$ cat src/rtl/imul_pkg.sv
package imul_pkg;

  typedef enum logic [2:0] {
    OP_MUL   = 3'b000,
    OP_MLA   = 3'b001,
    OP_MLS   = 3'b010,
    OP_UMULL = 3'b011,
    OP_SMULL = 3'b100
  } imul_op_e;

  // Any code above the last defined operation is treated as illegal.
  function automatic logic op_is_legal(input logic [2:0] code);
    return code <= 3'd4;
  endfunction

  // These codes write a 64-bit result across both output words.
  function automatic logic op_is_long(input logic [2:0] code);
    return (code == OP_UMULL) || (code == OP_SMULL);
  endfunction

  // Only this code sign-extends its operands before multiplying.
  function automatic logic op_is_signed(input logic [2:0] code);
    return code == OP_SMULL;
  endfunction

endpackage

$ cat src/rtl/imul_product.sv
module imul_product #(
  parameter int W = 32
) (
  input  logic [W-1:0]   a,
  input  logic [W-1:0]   b,
  input  logic           sgn,
  output logic [2*W-1:0] prod
);
  logic [2*W-1:0] a_ext;
  logic [2*W-1:0] b_ext;

  // Extend each operand to double width. The product taken modulo 2^(2W)
  // then comes out right for both readings of the operands.
  assign a_ext = {{W{sgn & a[W-1]}}, a};
  assign b_ext = {{W{sgn & b[W-1]}}, b};
  assign prod  = a_ext * b_ext;
endmodule

$ cat src/rtl/imul_select.sv
module imul_select #(
  parameter int W = 32
) (
  input  logic [2:0]     op,
  input  logic [2*W-1:0] prod,
  input  logic [W-1:0]   c,
  output logic [W-1:0]   lo,
  output logic [W-1:0]   hi,
  output logic           wide
);
  import imul_pkg::*;

  logic [W-1:0] p_lo;
  logic [W-1:0] p_hi;
  assign p_lo = prod[W-1:0];
  assign p_hi = prod[2*W-1:W];

  always_comb begin
    lo   = '0;
    hi   = '0;
    wide = 1'b0;
    unique case (op)
      OP_MUL:   lo = p_lo;
      OP_MLA:   lo = p_lo + c;
      OP_MLS:   lo = p_lo - c;
      OP_UMULL,
      OP_SMULL: begin
        lo   = p_lo;
        hi   = p_hi;
        wide = 1'b1;
      end
      default:  ;
    endcase
  end
endmodule

$ cat src/rtl/imul_flags.sv
module imul_flags #(
  parameter int W = 32
) (
  input  logic         clk,
  input  logic         rst_n,
  input  logic         we,
  input  logic         wide,
  input  logic [W-1:0] lo,
  input  logic [W-1:0] hi,
  output logic         flag_n,
  output logic         flag_z
);
  logic n_next;
  logic z_next;

  assign n_next = wide ? hi[W-1] : lo[W-1];
  assign z_next = wide ? ((hi == '0) && (lo == '0)) : (lo == '0);

  always_ff @(posedge clk) begin
    if (!rst_n) begin
      flag_n <= 1'b0;
      flag_z <= 1'b0;
    end else if (we) begin
      flag_n <= n_next;
      flag_z <= z_next;
    end
  end
endmodule

$ cat src/rtl/imul_unit.sv
module imul_unit #(
  parameter int W = 32
) (
  input  logic         clk,
  input  logic         rst_n,
  input  logic         in_valid,
  input  logic [2:0]   op,
  input  logic [W-1:0] op_a,
  input  logic [W-1:0] op_b,
  input  logic [W-1:0] op_c,
  input  logic         set_flags,
  output logic         out_valid,
  output logic [W-1:0] res_lo,
  output logic [W-1:0] res_hi,
  output logic         flag_n,
  output logic         flag_z
);
  import imul_pkg::*;

  localparam int PW = 2 * W;

  logic [PW-1:0] prod;
  logic [W-1:0]  sel_lo;
  logic [W-1:0]  sel_hi;
  logic          sel_wide;
  logic          op_legal;
  logic          flag_we;
  logic          res_we;
  logic          armed;

  assign op_legal = op_is_legal(op);
  assign res_we   = in_valid;
  assign flag_we  = in_valid & set_flags & op_legal;

  imul_product #(.W(W)) u_prod (
    .a    (op_a),
    .b    (op_b),
    .sgn  (op_is_signed(op)),
    .prod (prod)
  );

  imul_select #(.W(W)) u_sel (
    .op   (op),
    .prod (prod),
    .c    (op_c),
    .lo   (sel_lo),
    .hi   (sel_hi),
    .wide (sel_wide)
  );

  imul_flags #(.W(W)) u_flags (
    .clk    (clk),
    .rst_n  (rst_n),
    .we     (flag_we),
    .wide   (sel_wide),
    .lo     (sel_lo),
    .hi     (sel_hi),
    .flag_n (flag_n),
    .flag_z (flag_z)
  );

  always_ff @(posedge clk) begin
    if (!rst_n) begin
      out_valid <= 1'b0;
      res_lo    <= '0;
      res_hi    <= '0;
    end else begin
      out_valid <= in_valid;
      if (res_we) begin
        res_lo <= sel_lo;
        res_hi <= sel_hi;
      end
    end
  end

  // Rises one cycle after reset is released, so every $past below has a defined value.
  always_ff @(posedge clk) begin
    if (!rst_n) armed <= 1'b0;
    else        armed <= 1'b1;
  end

  AST_VALID_LATENCY: assert property (@(posedge clk) disable iff (!rst_n)
    armed |-> (out_valid == $past(in_valid)));

  AST_SHORT_HI_ZERO: assert property (@(posedge clk) disable iff (!rst_n)
    (armed && $past(in_valid && op_is_legal(op) && !op_is_long(op))) |-> (res_hi == '0));

  AST_FLAG_HOLD: assert property (@(posedge clk) disable iff (!rst_n)
    (armed && !$past(flag_we)) |-> ($stable(flag_n) && $stable(flag_z)));

  AST_ZERO_FLAG: assert property (@(posedge clk) disable iff (!rst_n)
    (armed && $past(flag_we)) |-> (flag_z == ((res_hi == '0) && (res_lo == '0))));

  AST_ILLEGAL_ZERO: assert property (@(posedge clk) disable iff (!rst_n)
    (armed && $past(in_valid && !op_is_legal(op))) |-> ((res_lo == '0) && (res_hi == '0)));

  AST_RESULT_HOLD: assert property (@(posedge clk) disable iff (!rst_n)
    (armed && !$past(in_valid)) |-> ($stable(res_lo) && $stable(res_hi)));

endmodule

$ cat config.mk
export PLATFORM = sky130hd
export DESIGN_NAME = imul_unit
export DESIGN_NICKNAME = d
export VERILOG_FILES = /design/src/rtl/imul_pkg.sv /design/src/rtl/imul_product.sv /design/src/rtl/imul_select.sv /design/src/rtl/imul_flags.sv /design/src/rtl/imul_unit.sv
export SDC_FILE = /design/constraint.sdc
export NUM_CORES = 2
export LEC_CHECK = 0
export ABC_AREA = 1
export BUFFER_PORTS_ARGS = -buffer_cell sky130_fd_sc_hd__buf_4
export CORE_MARGIN = 4
export CORE_UTILIZATION = 57
export DETAILED_ROUTE_END_ITERATION = 6
export PLACE_DENSITY = 0.77
export SYNTH_ARGS = -nofsm -noshare
export SYNTH_HDL_FRONTEND = slang
export SYNTH_HIERARCHICAL = 1
export SYNTH_SLANG_ARGS = --single-unit
$ cat constraint.sdc
create_clock -name clk -period 7.7 [get_ports clk]
set_input_delay 0.385 -clock clk [delete_from_list [all_inputs] [get_ports clk]]
set_output_delay 0.385 -clock clk [all_outputs]
set_load 0.01 [all_outputs]
==> flow_summary.toml <==
[run_status]
violations = "negative setup slack"
outcome = "finished, violations left"

[yosys]
ys_seq_elements = 67
synth_edf_count = 0
yosys.area_share.simple_pct = 20.90
synthAdderAreaFrac_pct = 54.52
yosysSeqAreaShare_pct = 2.857
async_flop_share_pct = 0
synth-compound-area-share_pct = 3.451
synth.distinct_cells = 49
synth_top_family_by_area = "adder cells"
synth_area_sq_mm = 0.04695
synthMuxAreaShare_pct = 0
synthesis.nets = 7718
ys_warn_count = 6
synthFlopType = "dfxtp_1"
synth_xor_area_share_pct = 1.380
avgSynthCellArea_sq_um = 7.518
synthCells = 6245

[setup_path]
cp-end-kind = "flip-flop"
crit_top_cell = "fa_1"
crit_type = "primary input to flip-flop"
startpoint_type = "primary input"
critPathRequiredTime_ps = 7980
critPathBufInv = 13
path_max_fanout = 6
cp_top_family = "adder cells"
cp.arrival_ps = 8240
crit_path_top_delay_cell = "fa_1"
max_stage_delay_ps = 580

[timing]
fin_tns_setup_ps = -433.5
finalCriticalPeriod_ps = 7966
fin_ws_ps = -265.6
fin_crit_sh_pct = 103.4
worstMarginPinSlew_ps = 1370
finalHoldViolCount = 0
grt_setup_unrepaired = "yes"
setup_violations = 4
relSlewSlack_pct = 8.586
fmax_mhz = 125.5
fin_skew_ps = 0
drv_slew = 0

[grt]
grt_pass1_wl_um = 229500
grt_pass1_vias = 44180
grt_max_degree = 68
grt_overflow_total = 0
antenna_found_initial = 6
grt_use_total_pct = 33.45

[clock_network]
cts_buffer_depth = 2
clock_latency_ps = 330
cts_buffers = 9
clk_pin_slew_ps = 60
cts_hold_buf = 0
cts-root-buf = "clkbuf_16"
cts.sinks = 67
htreeDepth = 3
tritoncts = "yes"

[placed_design]
dp.cells = 7804
gp_congestion = 0.9945
dpl_worst_slack_ps = -989.3
port-buffer-count = 169
dp_hpwl_um = 123000

[layout]
finalNonFillerCells = 7913
final_common_cell = "inv_1"
drive_gt1_share_pct = 23.65
fin_nets = 8317
layout_common_cells = "inv_1, nand2_1, fa_1"
synthToLayoutAreaGrowth_pct = 22.22

[floorplan]
io_pins = 170
die-area_sq_mm = 0.08702
core_sq_mm = 0.08107
dieHeight_um = 295.0
dieWidth_um = 295.0
rows = 104
initial_core_util_pct = 57.91

[routing]
routed_wl_um = 145600
post_drt_wl_per_cell_um = 18.40
drt_pre_antenna_iters = 6
route.vias.total = 41950
drc = 0
drt_iter0_markers = 3313
vias_per_cell = 5.301
drtAntennaViolNets = 0

[worst_hold_path]
min_path_type = "flip-flop to flip-flop"

[run]
maxCapViolCount = 0
metal layers:
metal | GRT usage (%) | vias to the layer above | part of all wire, %
met1 | 45.73 | 20830 | 39
met4 | 12.55 | 2 | 4.4
met2 | 55.32 | 1976 | 48
met5 | 0 | - | 0.0082
li1 | - | 18730 | -
met3 | 4.244 | 413 | 8.5
synthesized netlist by cell type (all sizes together), types with 2 or more instances:
library cell | number | area, sq um
o21a | 2 | 15.01
dfxtp | 67 | 1341
nand3 | 128 | 735.7
o211ai | 3 | 27.52
a21o | 7 | 52.55
ha | 244 | 3053
a31oi | 4 | 25.02
or2 | 12 | 75.08
nor3 | 22 | 150.1
nor2 | 479 | 2066
a21boi | 2 | 15.01
o21ai | 136 | 688.2
clkbuf | 259 | 972.2
nor4 | 5 | 73.82
buf | 33 | 279.0
xor2 | 60 | 525.5
inv | 1775 | 6675
nand3b | 9 | 67.56
a32o | 3 | 30.03
o21bai | 16 | 123.9
nand4 | 24 | 150.1
nand2 | 1695 | 6475
a21oi | 113 | 618.1
nor3b | 2 | 15.01
xnor2 | 14 | 122.6
fa | 1126 | 22540
o22ai | 2 | 12.51
logic make-up after synthesis:
| kind of cell | Yosys count |
|---|---|
| and+or+nand+nor | 2377 |
| adders and majority gates | 1370 |
| DFF | 67 |
| xor gates and xnor gates | 74 |
| AOI/OAI and AO/OA | 289 |
| buffers and inverters | 2068 |
tightest hold or removal path: stages, from the launching register on:
cell and delay, ps:
dfxtp_1 330, o21ai_1 60, nor2_1 70
metrics by stage:
stage                     utilization (%)  cell area (sq um)  hold slack (ps)
after floorplan                         -              47350            496.8
after global placement              65.86              53400            470.9
after detailed placement            65.86              53400            479.2
after CTS                           67.67              54860            494.8
after global routing                70.77              57370            519.8
final                               70.78              57380            491.3
what timing repair did:
| item | CTS | global route |
|---|---|---|
| endpoints found under the hold margin | 0 | 0 |
| pin swaps | 89 | 196 |
| gates resized for setup | 205 | 532 |
| cloned | 0 | 2 |
| buffers inserted | 27 | 63 |
| endpoints found under the setup margin | 29 | 51 |
cell type report:
class	instances	area (sq um)
well taps	1060	1326
repair buffers	880	7227
fillers	6134	23690
multi-input cells	4110	40400
flip-flops and latches	67	1341
clock buffers	11	252.7
clock inverters	5	107.6
diodes	4	10.01
inverters	1776	6719
flip-flops by register name, summed over array words and instances, names as in the netlist:
signal	cells
res_hi	32
u_flags/flag_n	1
out_valid	1
res_lo	32
u_flags/flag_z	1
final timing paths:
path,from,end,slack (ps),cells after the start
max,op[0],u_flags/flag_z,-270,41
min,res_lo[5],res_lo[5],490,2
max reg2reg,res_hi[4],res_hi[4],6970,2
min reg2reg,res_lo[5],res_lo[5],490,2
Power is left out: the tool's default activity adds up to more than one toggle a clock period on the data nets, which glitch-free logic cannot reach.
